==> src/rtl/hjs_pkg.sv <==
package hjs_pkg;
  localparam int MODE_W   = 12;
  localparam int MAXDIG_B = 64;
  localparam int DIG_W    = 8 * MAXDIG_B;
  localparam int ICV_W    = $clog2(MAXDIG_B) + 1;
  localparam int ALG_W    = 3;

  typedef enum logic [2:0] {
    CMD_NONE = 3'd0, CMD_IV = 3'd1, CMD_CTX = 3'd2,
    CMD_BLK  = 3'd3, CMD_PAD = 3'd4, CMD_FIN = 3'd5
  } core_cmd_e;

  typedef enum logic [1:0] {
    ERR_NONE = 2'd0, ERR_MODE = 2'd1, ERR_ICV = 2'd2
  } err_e;

  typedef struct packed {
    logic             fmt_new;
    logic             cont;
    logic             cicv;
    logic             smac;
    logic             init;
    logic             hmac;
    logic [ALG_W-1:0] alg;
    logic [2:0]       rsvd;
  } mode_t;

  // digest length in bytes; 0 marks a reserved code
  function automatic logic [ICV_W-1:0] dig_bytes(input logic [ALG_W-1:0] alg, input bit vb);
    case (alg)
      3'd0:    return vb ? ICV_W'(48) : ICV_W'(20);
      3'd1:    return ICV_W'(32);
      3'd2:    return vb ? ICV_W'(64) : ICV_W'(16);
      3'd3:    return ICV_W'(28);
      default: return '0;
    endcase
  endfunction

  // byte k of an L-byte right-aligned digest, most significant first
  function automatic logic [7:0] dig_byte(input logic [DIG_W-1:0] d,
                                          input logic [ICV_W-1:0] len,
                                          input logic [ICV_W-1:0] k);
    logic [DIG_W-1:0] sh;
    logic [9:0]       pos;
    pos = 10'(len) - 10'(k) - 10'd1;
    sh  = d >> {pos, 3'b000};
    return sh[7:0];
  endfunction
endpackage

==> src/rtl/hjs_mode_check.sv <==
module hjs_mode_check
  import hjs_pkg::*;
#(
  parameter bit VARIANT_B = 1'b0,
  parameter int KEYLEN_W  = 8
) (
  input  logic [MODE_W-1:0]   mode_i,
  input  logic [KEYLEN_W-1:0] klen_i,
  input  logic [ICV_W-1:0]    isz_i,
  output logic [ICV_W-1:0]    dlen_o,
  output logic                mode_err_o
);
  mode_t m;
  logic  fmt_bad, alg_bad, mac_bad, icv_bad;

  assign m = mode_t'(mode_i);

  always_comb begin
    dlen_o     = dig_bytes(m.alg, VARIANT_B);
    fmt_bad    = !m.fmt_new || (m.rsvd != 3'b000);
    alg_bad    = (dlen_o == '0);
    mac_bad    = (m.hmac && m.smac) || ((m.hmac || m.smac) && (klen_i == '0));
    icv_bad    = m.cicv && ((isz_i == '0) || (isz_i > dlen_o) || m.cont);
    mode_err_o = fmt_bad || alg_bad || mac_bad || icv_bad;
  end
endmodule

==> src/rtl/hjs_icv_cmp.sv <==
module hjs_icv_cmp
  import hjs_pkg::*;
(
  input  logic             clk,
  input  logic             rst_n,
  input  logic             clear_i,
  input  logic             step_i,
  input  logic [7:0]       rx_i,
  input  logic [7:0]       exp_i,
  output logic [ICV_W-1:0] idx_o,
  output logic             mism_o
);
  always_ff @(posedge clk or negedge rst_n) begin
    if (!rst_n) begin
      idx_o  <= '0;
      mism_o <= 1'b0;
    end else if (clear_i) begin
      idx_o  <= '0;
      mism_o <= 1'b0;
    end else if (step_i) begin
      idx_o  <= idx_o + 1'b1;
      mism_o <= mism_o | (rx_i != exp_i);
    end
  end

  assert_mism_on_read_R9: assert property (@(posedge clk) disable iff (!rst_n)
    $rose(mism_o) |-> $past(step_i))
    else $error("mismatch flag rose without a FIFO read");
endmodule

==> src/rtl/hash_job_seq.sv <==
module hash_job_seq
  import hjs_pkg::*;
#(
  parameter bit VARIANT_B = 1'b0,
  parameter int KEYLEN_W  = 8
) (
  input  logic                clk,
  input  logic                rst_n,
  input  logic                job_valid_i,
  input  logic [11:0]         job_mode_i,
  input  logic [KEYLEN_W-1:0] key_len_i,
  input  logic [6:0]          icv_size_i,
  input  logic                msg_avail_i,
  input  logic                msg_last_i,
  output logic                core_req_o,
  output logic [2:0]          core_cmd_o,
  input  logic                core_ack_i,
  input  logic [511:0]        core_digest_i,
  output logic [511:0]        digest_o,
  output logic                digest_valid_o,
  output logic                fifo_rd_o,
  input  logic                fifo_empty_i,
  input  logic [7:0]          fifo_data_i,
  output logic                done_o,
  output logic                busy_o,
  output logic [1:0]          err_code_o,
  output logic                irq_o,
  input  logic                err_clr_i
);
  typedef enum logic [2:0] {
    S_IDLE, S_CHECK, S_SETUP, S_DATA, S_PAD, S_FIN, S_ICV, S_DONE
  } st_e;

  st_e              st;
  mode_t            mode_q;
  logic [KEYLEN_W-1:0] klen_q;
  logic [ICV_W-1:0] isz_q;
  logic [DIG_W-1:0] dig_q;
  logic             dval_q;
  logic             merr_q;
  err_e             err_q;
  core_cmd_e        cmd;

  logic [ICV_W-1:0] dlen, icv_idx;
  logic             mode_err, mism;

  // named events for the assertions
  logic hs, icv_last, err_set, icv_clear;
  err_e job_err;
  logic [7:0] exp_byte;

  hjs_mode_check #(.VARIANT_B(VARIANT_B), .KEYLEN_W(KEYLEN_W)) u_check (
    .mode_i(mode_q), .klen_i(klen_q), .isz_i(isz_q),
    .dlen_o(dlen), .mode_err_o(mode_err)
  );

  assign exp_byte  = dig_byte(dig_q, dlen, icv_idx);
  assign icv_clear = (st == S_CHECK);

  hjs_icv_cmp u_icv (
    .clk(clk), .rst_n(rst_n), .clear_i(icv_clear), .step_i(fifo_rd_o),
    .rx_i(fifo_data_i), .exp_i(exp_byte), .idx_o(icv_idx), .mism_o(mism)
  );

  always_comb begin
    case (st)
      S_SETUP: cmd = mode_q.init ? CMD_IV : CMD_CTX;
      S_DATA:  cmd = CMD_BLK;
      S_PAD:   cmd = CMD_PAD;
      S_FIN:   cmd = CMD_FIN;
      default: cmd = CMD_NONE;
    endcase
  end

  assign core_req_o = (st == S_SETUP) || (st == S_PAD) || (st == S_FIN) ||
                      ((st == S_DATA) && msg_avail_i);
  assign core_cmd_o = cmd;
  assign hs         = core_req_o && core_ack_i;
  assign fifo_rd_o  = (st == S_ICV) && !fifo_empty_i;
  assign icv_last   = fifo_rd_o && (icv_idx == isz_q - 1'b1);
  assign job_err    = merr_q ? ERR_MODE : (mism ? ERR_ICV : ERR_NONE);
  assign err_set    = (st == S_DONE) && (job_err != ERR_NONE);

  assign done_o         = (st == S_DONE);
  assign busy_o         = (st != S_IDLE);
  assign err_code_o     = err_q;
  assign irq_o          = (err_q != ERR_NONE);
  assign digest_o       = dig_q;
  assign digest_valid_o = dval_q;

  always_ff @(posedge clk or negedge rst_n) begin
    if (!rst_n) begin
      st     <= S_IDLE;
      mode_q <= '0;
      klen_q <= '0;
      isz_q  <= '0;
      dig_q  <= '0;
      dval_q <= 1'b0;
      merr_q <= 1'b0;
    end else begin
      dval_q <= 1'b0;
      case (st)
        S_IDLE: if (job_valid_i) begin
          mode_q <= mode_t'(job_mode_i);
          klen_q <= key_len_i;
          isz_q  <= icv_size_i;
          merr_q <= 1'b0;
          st     <= S_CHECK;
        end
        S_CHECK: begin
          merr_q <= mode_err;
          st     <= mode_err ? S_DONE : S_SETUP;
        end
        S_SETUP: if (hs) st <= S_DATA;
        S_DATA: if (hs && msg_last_i) st <= mode_q.cont ? S_DONE : S_PAD;
        S_PAD:  if (hs) st <= S_FIN;
        S_FIN: if (hs) begin
          dig_q  <= core_digest_i;
          dval_q <= 1'b1;
          st     <= mode_q.cicv ? S_ICV : S_DONE;
        end
        S_ICV:  if (icv_last) st <= S_DONE;
        default: st <= S_IDLE;
      endcase
    end
  end

  // sticky error: a new job error wins over a clear in the same cycle
  always_ff @(posedge clk or negedge rst_n) begin
    if (!rst_n)          err_q <= ERR_NONE;
    else if (err_set)    err_q <= job_err;
    else if (err_clr_i)  err_q <= ERR_NONE;
  end

  assert_done_pulse_R11: assert property (@(posedge clk) disable iff (!rst_n)
    done_o |=> !done_o) else $error("done longer than one cycle");

  assert_merr_quiet_R11: assert property (@(posedge clk) disable iff (!rst_n)
    (st == S_CHECK && mode_err) |=> (done_o && !core_req_o && !fifo_rd_o))
    else $error("mode error did not end the job quietly");

  assert_known_len_R3: assert property (@(posedge clk) disable iff (!rst_n)
    (st == S_SETUP) |-> (dlen != '0)) else $error("reserved algorithm reached setup");

  assert_no_pad_on_cont_R7: assert property (@(posedge clk) disable iff (!rst_n)
    (core_req_o && (core_cmd_o == CMD_PAD || core_cmd_o == CMD_FIN)) |-> !mode_q.cont)
    else $error("pad or finalise on a continued job");

  assert_dval_after_fin_R8: assert property (@(posedge clk) disable iff (!rst_n)
    digest_valid_o |-> $past(hs && core_cmd_o == CMD_FIN))
    else $error("digest valid without finalise handshake");

  assert_set_wins_R12: assert property (@(posedge clk) disable iff (!rst_n)
    err_set |=> (err_code_o == $past(job_err))) else $error("job error lost");

  assert_clear_R12: assert property (@(posedge clk) disable iff (!rst_n)
    (err_clr_i && !err_set) |=> (err_code_o == ERR_NONE)) else $error("clear ignored");

  assert_rd_in_icv_R9: assert property (@(posedge clk) disable iff (!rst_n)
    fifo_rd_o |-> (mode_q.cicv && !merr_q && !fifo_empty_i))
    else $error("FIFO read outside an ICV check");
endmodule

==> config.mk <==
export PLATFORM = sky130hd
export DESIGN_NAME = hash_job_seq
export DESIGN_NICKNAME = d
export VERILOG_FILES = /design/src/rtl/hjs_pkg.sv /design/src/rtl/hjs_mode_check.sv /design/src/rtl/hjs_icv_cmp.sv /design/src/rtl/hash_job_seq.sv
export SDC_FILE = /design/constraint.sdc
export NUM_CORES = 1
export LEC_CHECK = 0
export CORE_AREA = 2 2 415 417
export DETAILED_ROUTE_END_ITERATION = 16
export DIE_AREA = 0 0 417 419
export SLEW_MARGIN = 20
export SYNTH_ARGS = -nofsm -noshare
export SYNTH_HDL_FRONTEND = slang
export SYNTH_HIERARCHICAL = 1
export SYNTH_SLANG_ARGS = --single-unit
export TNS_END_PERCENT = 50
==> constraint.sdc <==
create_clock -name clk -period 10.83 [get_ports clk]
set_input_delay 2.166 -clock clk [delete_from_list [all_inputs] [get_ports clk]]
set_output_delay 2.166 -clock clk [all_outputs]
set_load 0.03 [all_outputs]
# After elaboration in Yosys (flattened, before gate mapping)
# Cells that the tools add are included.
op_classes:
  n_eq_ne: 18
  n_lt_le_gt_ge: 1
  add_sub_neg: 4
  n_mux: 25
  n_reduce_logical: 38
  bitwise: 1
  shifts: 1
ops:
  columns: ["operator", "count"]
  rows:
  - ["$shr A512 B13 Y8", 1]
  - ["$pmux W6 S4", 1]
  - ["$mux W3", 7]
  - ["$pmux W3 S7", 1]
  - ["$logic_not A7 Y1", 2]
  - ["$mux W7", 2]
  - ["$eq A3 B2 Y1 const B", 4]
  - ["$eq A3 B3 Y1 const B", 4]
  - ["$mux W2", 6]
  - ["$pmux W3 S4", 1]
  - ["$logic_or A1 B1 Y1", 11]
  - ["$ne A2 B2 Y1 const B", 5]
  - ["$reduce_bool A2 Y1", 5]
  - ["$logic_and A1 B1 Y1", 9]
  - ["$sub A8 B2 Y9 const B", 1]
  - ["$logic_not A8 Y1", 1]
  - ["$ne A8 B8 Y1", 1]
  - ["$sub A6 B7 Y8", 1]
  - ["$add A7 B1 Y7 const B", 1]
  - ["$eq A7 B7 Y1", 1]
  - ["$gt A7 B6 Y1", 1]
  - ["$sub A7 B1 Y7 const B", 1]
  - ["$eq A3 B1 Y1 const B", 2]
  - ["$logic_not A3 Y1", 2]
  - ["other kinds (8)", 17]
word_totals:
  ff_bits: 554
  output_inout_bits: 523
  wordCells: 105

# Longest topological paths before layout
# Gate-level depths: netlist of run 1.
logic_depth:
  depth_word: 9
  mapped_depth: 17

# By module
# The synthesis of run 1 kept the hierarchy.
by_module_without_submodules:
  columns: ["module", "seq_area_each_um2", "n_inst", "area_per_inst_um2", "cells_each"]
  rows:
  - ["hash_job_seq", 13663.1, 1, 25216.7, 2641]
  - ["hjs_icv_cmp", 200.2, 1, 459.2, 46]
  - ["hjs_mode_check", 0.0, 1, 239.0, 36]

# Worst setup path before layout of run 1
# Ideal clock, no wire load.
synth_timing:
  path_type: "in2out"
  start: "in fifo_empty_i"
  end: "out fifo_rd_o"
  slack_ns: 5.767
  t_arrival_ns: 2.897
  t_required_ns: 8.664
  cell_stages: 1
  cell_sequence: "nor3_1"
synth_via:
  elab_chain_len: 2
synth_rtl:
  columns: ["element", "line_no", "text"]
  rows:
  - ["start: declaration", "hash_job_seq.sv:22", "input logic fifo_empty_i,"]
  - ["$logic_not A1 Y1", "hash_job_seq.sv:79", "assign fifo_rd_o = (st == S_ICV) && !fifo_empty_i;"]
  - ["$logic_and A1 B1 Y1", "hash_job_seq.sv:79", null]
  - ["end: declaration", "hash_job_seq.sv:21", "output logic fifo_rd_o,"]
# No other way between the ends.

# Worst setup path after layout of run 1
# Ends and elaborated chain as after synthesis.

==> flow_summary.json, run 1 <==
{
  "relSlewSlack": 0.2642,
  "endpoint_kind": "output port",
  "ios": 1078,
  "cts.sinks": 554,
  "routabilityCongestion": 0.9710,
  "rsz0062_at_grt": "false",
  "wire_per_inst_um": 26.33,
  "ys_seq_area_frac": 0.5350,
  "synth_common_cells": "nand2_1 (1561), dfrtp_1 (554), clkbuf_1 (137), mux4_2 (137), mux2i_1 (34)",
  "row_count": 152,
  "crit_fanout": 7,
  "clk_pin_slew_worst_paths_ns": 0.06,
  "area_growth_pct": 61.73,
  "path_cells": "clkdlybuf4s50_1, nor3_2, clkdlybuf4s50_1",
  "crit_family": "buffers and inverters",
  "max_stage_delay_ns": 0.80,
  "ctsResizeCount": 0,
  "final.min_clock_period_ns": 6.159,
  "synth_top_area_frac": 0.5350,
  "nets": 4314,
  "yosysWarnings": 6,
  "tritoncts": "built",
  "synth.most_common_cell": "nand2_1",
  "via_count": 24529,
  "pwr_density_cell_nw_per_um2": 412.6,
  "ctsHoldBuffers": 0,
  "tightest_slew_ns": 1.104,
  "synthTopCellsByArea": "dfrtp_1 (53%), nand2_1 (23%), mux4_2 (12%)",
  "dp_hpwl_mm": 125.3,
  "leakage_nw": 18.87,
  "antenna_found_initial": 41,
  "outcome": "finished clean",
  "worst_hold_path.endpoint": "digest_o[218]",
  "crit_required_ns": 8.66,
  "reg2reg_from": "mode_q[3]",
  "grt_pass1_wl_mm": 211.4,
  "die_area_sq_um": 174700,
  "async_reset_ff_frac": 1.000,
  "clk_path_buf_depth": 3,
  "r2r_cells": 15,
  "drc": 0,
  "max_cap_violations": 0,
  "syn_avg_cell_area_sq_um": 9.517,
  "syn_area_sq_um": 25910,
  "cts_setup_buffers": 0,
  "via_per_inst": 4.050,
  "peakVddDrop_mv": 0.3089,
  "die_w_um": 417,
  "layout-drive-gt1-share": 0.09022,
  "min_path_type": "flip-flop to flip-flop",
  "cts_root_buffer": "clkbuf_16",
  "synth_cell_type_count": 62,
  "grt_usage": 0.1765,
  "wl_mm": 159.5,
  "setup_viol": 0,
  "cp_slowest_cell": "clkdlybuf4s50_1",
  "wl_met3_mm": 13.69,
  "criticalPathCategory": "input port to output port",
  "fin_crit_sh": 0.5687,
  "synth_seq_cells": 554,
  "worst_setup_path_start_kind": "input port",
  "drtIter0Drc": 2026,
  "path_common_cell": "clkdlybuf4s50_1",
  "fill_cells": 18247,
  "hp-start": "digest_o[218]",
  "hold_depth": 2,
  "antenna_left": 0,
  "reg2reg_slack_ns": 5.44,
  "cts_made_buffers": 75,
  "critical_path_buf_inv_count": 2,
  "cp.arrival_ns": 3.99,
  "wl_met2_mm": 77.41,
  "hold_viol": 0,
  "htree_levels": 3,
  "grt_overflow": 0,
  "first_pass_iters": 6,
  "tns_ns": 0,
  "power.total_w": 0.01729,
  "top_layer": "met5",
  "grt_max_degree": 164,
  "maxSlewViolCount": 0,
  "portBuffers": 1077,
  "die_h_um": 419,
  "worstSkewPairLatency_ns": 0.72,
  "yosysTopAreaCell": "dfrtp_1",
  "start_util": 0.1519,
  "grt_pass1_vias": 24336,
  "final_util": 0.2457,
  "r2r-end": "u_icv/mism_o",
  "synth_edf_count": 0,
  "max_clock_freq_mhz": 162.4,
  "wl_met1_mm": 63.28,
  "fin_skew_ns": 0.04175,
  "synthCells": 2723,
  "synth-main-ff-cell": "dfrtp_1",
  "coreArea_sq_um": 170600
}
==> layout make-up <==
class,count,area (sq um),area share
flip-flops and latches,554,13860,0.3308
multi-input cells,1980,11340,0.2706
repair buffers,1104,11050,0.2637
well taps,2233,2794,0.06666
clock buffers,97,2090,0.04985
clock inverters,39,605.6,0.01445
inverters,28,112.6,0.002687
diodes,21,52.55,0.001254
==> stage by stage <==
step	cell area (sq um)	setup slack, ns	instances	hold WS, ns
CTS	41850	4.355	6035	0.4970
finish	41910	4.671	6056	0.4937
global placement	39160	4.435	5899	0.4778
detailed placement	39160	4.368	5899	0.4866
global route	41900	4.610	6052	0.5072
floorplan	25920	5.767	2725	0.4647
==> power by group <==
part	switching, W	total [W]	leakage [nW]	internal, W
logic	0.00643	0.0103	10.6	0.00391
registers	0.00119	0.00417	6.99	0.00299
clock network	0.00111	0.00278	1.32	0.00166
total	0.00873	0.0173	18.9	0.00856
==> flip-flops by register name, indices dropped and copies added (netlist names) <==
signal          count
digest_valid_o      1
u_icv/mism_o        1
u_icv/idx_o         7
digest_o          512
err_code_o          2
mode_q             12
merr_q              1
klen_q              8
isz_q               7
st                  3
==> worst min-delay path: stages (launching register included) <==
cell and delay [ns]:
dfrtp_1 0.35, nand2_1 0.05, nand2_1 0.06
==> per-layer routing <==
| metal | GRT usage | vias up |
|---|---|---|
| met5 | 0 | - |
| met4 | 0.06620 | 12 |
| met1 | 0.2158 | 12421 |
| li1 | - | 10894 |
| met2 | 0.2895 | 1005 |
| met3 | 0.05576 | 197 |
==> cell usage in the layout (no fill, tap or decap), types with 7 or more instances in the layout <==
cell             instances
xor2_1                   7
clkdlybuf4s50_1       1076
bufinv_16               12
a22oi_1                  9
o22ai_1                 11
clkbuf_16               75
mux2i_1                 34
dfrtp_1                554
nand2_1               1560
clkinv_2                13
o21ai_0                 18
mux4_2                 137
clkbuf_8                13
diode_2                 21
buf_4                   21
nand3_1                 12
clkbuf_1                 9
xnor2_1                 16
mux2_2                  33
ha_1                    13
nor2_1                  22
a21oi_1                  9
inv_1                   27
o211ai_1                 9
==> kinds of logic after synthesis <==
group           share of synthesized area
flops                              0.5350
xor+xnor                          0.01033
mux                                0.1520
other cells                     0.0001447
buf+inv                           0.02921
compound gates                    0.02023
fa+ha+maj                        0.008015
simple gates                       0.2451
==> worst max path at each step <==
stage	end	from	slack [ns]	depth (start not counted)
finish	fifo_rd_o	fifo_empty_i	4.67	3
global route	fifo_rd_o	fifo_empty_i	4.61	3
CTS	fifo_rd_o	fifo_empty_i	4.36	3
detailed placement	fifo_rd_o	fifo_empty_i	4.37	3
global placement	fifo_rd_o	fifo_empty_i	4.44	3
floorplan	fifo_rd_o	fifo_empty_i	5.77	1
Note: power is estimated with default switching activity, not from simulation.
==> run 2, diff against run 1 <==
- CORE_AREA: 2 2 415 417 -> 2 2 417 419
- DIE_AREA: 0 0 417 419 -> 0 0 419 421
- clock period: 10.83 -> 6.3 ns (I/O delays scaled with it)
==> run 2 against run 1 <==
  * Final cell count up 1.6%
  * Wire length grew 6.0%
  * Combinational power increased by 67%
  * Register-to-register slack worse by 4.3 ns
  * Sequential power grew 88%
  * Critical endpoint is now u_icv/mism_o
  * Total power grew 71%
  * Sequential cell count unchanged
  * Highest routed layer unchanged
==> flow_summary.json, run 2 (synthesized netlist as in run 1, its figures left out) <==
{
  "outcome": "finished clean",
  "portBuffers": 1077,
  "worstSkewPairLatency_ns": 0.69,
  "setup_viol": 0,
  "layout_common_cells": "nand2_1 (1560), clkdlybuf4s50_1 (1076), dfrtp_1 (554)",
  "crit_required_ns": 6.84,
  "reg2reg_slack_ns": 1.18,
  "grt_pass1_wl_mm": 223.8,
  "relSlewSlack": 0.3077,
  "r2r-end": "u_icv/mism_o",
  "worst_hold_path.endpoint": "digest_o[65]",
  "hold_viol": 0,
  "tritoncts": "built",
  "htree_levels": 3,
  "max_cap_violations": 0,
  "coreArea_sq_um": 172500,
  "endpoint_kind": "flip-flop",
  "pwr_density_cell_nw_per_um2": 702.0,
  "cp.arrival_ns": 5.65,
  "wire_per_inst_um": 27.46,
  "criticalPathCategory": "flip-flop to flip-flop",
  "rsz0062_at_grt": "false",
  "fin_skew_ns": 0.02096,
  "via_count": 24923,
  "reg2reg_from": "mode_q[4]",
  "layout_setup_ws_ns": 1.182,
  "tightest_slew_ns": 1.038,
  "grt_usage": 0.1865,
  "grt_pass1_vias": 24613,
  "die_w_um": 419,
  "final.min_clock_period_ns": 5.118,
  "nets": 4325,
  "peakVddDrop_mv": 0.4530,
  "ctsResizeCount": 0,
  "cts_made_buffers": 77,
  "row_count": 153,
  "antenna_found_initial": 46,
  "die_h_um": 421,
  "wl_met3_mm": 12.02,
  "maxSlewViolCount": 0,
  "via_per_inst": 4.049,
  "path_cells": "xor2_1, nor2_1, ha_1, xor2_1, nand2_1, a21oi_4, xnor2_4, buf_4, mux4_1, mux2i_1, o22ai_1, xnor2_1, nand4_1, o21ai_0, o21ai_0",
  "max_clock_freq_mhz": 195.4,
  "min_path_type": "flip-flop to flip-flop",
  "die_area_sq_um": 176400,
  "routabilityCongestion": 0.9883,
  "antenna_left": 0,
  "area_growth_pct": 62.19,
  "layout-drive-gt1-share": 0.09182,
  "cts_root_buffer": "clkbuf_16",
  "drc": 0,
  "crit_fanout": 27,
  "cts.sinks": 554,
  "post-place-ws_ns": 1.315,
  "top_layer": "met5",
  "first_pass_iters": 5,
  "final_common_cell": "nand2_1",
  "ios": 1078,
  "worst_setup_path_start_kind": "flip-flop",
  "clk_pin_slew_worst_paths_ns": 0.06,
  "leakage_nw": 18.88,
  "wl_met1_mm": 69.35,
  "r2r_cells": 15,
  "cp_slowest_cell": "mux4_1",
  "clk_path_buf_depth": 3,
  "wl_mm": 169.0,
  "cts_setup_buffers": 0,
  "regArea_sq_um": 13860,
  "tns_ns": 0,
  "grt_overflow": 0,
  "wl_met2_mm": 82.28,
  "start_util": 0.1502,
  "drtIter0Drc": 2147,
  "fill_cells": 18537,
  "final_util": 0.2437,
  "largest_reg_flops": 512,
  "grt_max_degree": 183,
  "ctsHoldBuffers": 0,
  "multi_input_area_sq_um": 11340,
  "hp-start": "digest_o[65]",
  "fin_crit_sh": 0.8124,
  "dp_hpwl_mm": 135.7,
  "hold_depth": 2,
  "max_stage_delay_ns": 0.72
}
[run 2: cell count changes in the layout (fill, tap and decap cells not counted), moves of 3 or more]
cell,change
buf_12,+8
bufinv_16,-7
diode_2,-3
inv_6,+5
[run 2: stage by stage]
step	instances	hold slack, ns	instance area [sq um]	power [W]
after floorplan	2725	0.4647	25920	0.01589
after global placement	6000	0.4830	39440	0.02524
after detailed placement	6000	0.4872	39440	0.02532
after CTS	6137	0.5006	41990	0.03006
after global routing	6149	0.5201	42020	0.03088
final	6155	0.4927	42030	0.02950
[run 2: how the worst max path moves through the flow]
stage	start	to	slack [ns]
3_5_place_dp	mode_q[3]	u_icv/mism_o	1.32
2_1_floorplan	u_icv/idx_o[0]	u_icv/mism_o	2.58
5_1_grt	mode_q[3]	u_icv/mism_o	1.07
6_report	mode_q[4]	u_icv/mism_o	1.18
4_1_cts	mode_q[3]	u_icv/mism_o	1.27
3_3_place_gp	mode_q[4]	u_icv/mism_o	1.30
[run 2: cell type report]
cell class,instances,area share
clock inverters,35,0.009050
well taps,2325,0.06921
flip-flops and latches,554,0.3298
diodes,18,0.001072
inverters,28,0.002679
clock buffers,102,0.05141
repair buffers,1113,0.2669
multi-input cells,1980,0.2698
[run 2: critical path, delay by kind of cell (launching register included)]
family / cells / cell delay, ns
mux: 2 / 1.43
simple gates: 3 / 0.59
xor+xnor: 4 / 0.88
fa+ha+maj: 1 / 0.33
buf+inv: 1 / 0.49
flops: 1 / 0.41
compound gates: 4 / 0.77
[run 2: layer usage]
layer  track usage  vias up
met5             0        -
met4       0.05830        6
met3       0.04790      213
met2        0.3126     1076
met1        0.2330    12684
li1              -    10944
[run 2: power breakdown]
part           switching, W  leakage, nW  internal (W)
sequential          0.00269         6.99       0.00512
clock               0.00190         1.25       0.00263
combinational        0.0104         10.6       0.00679
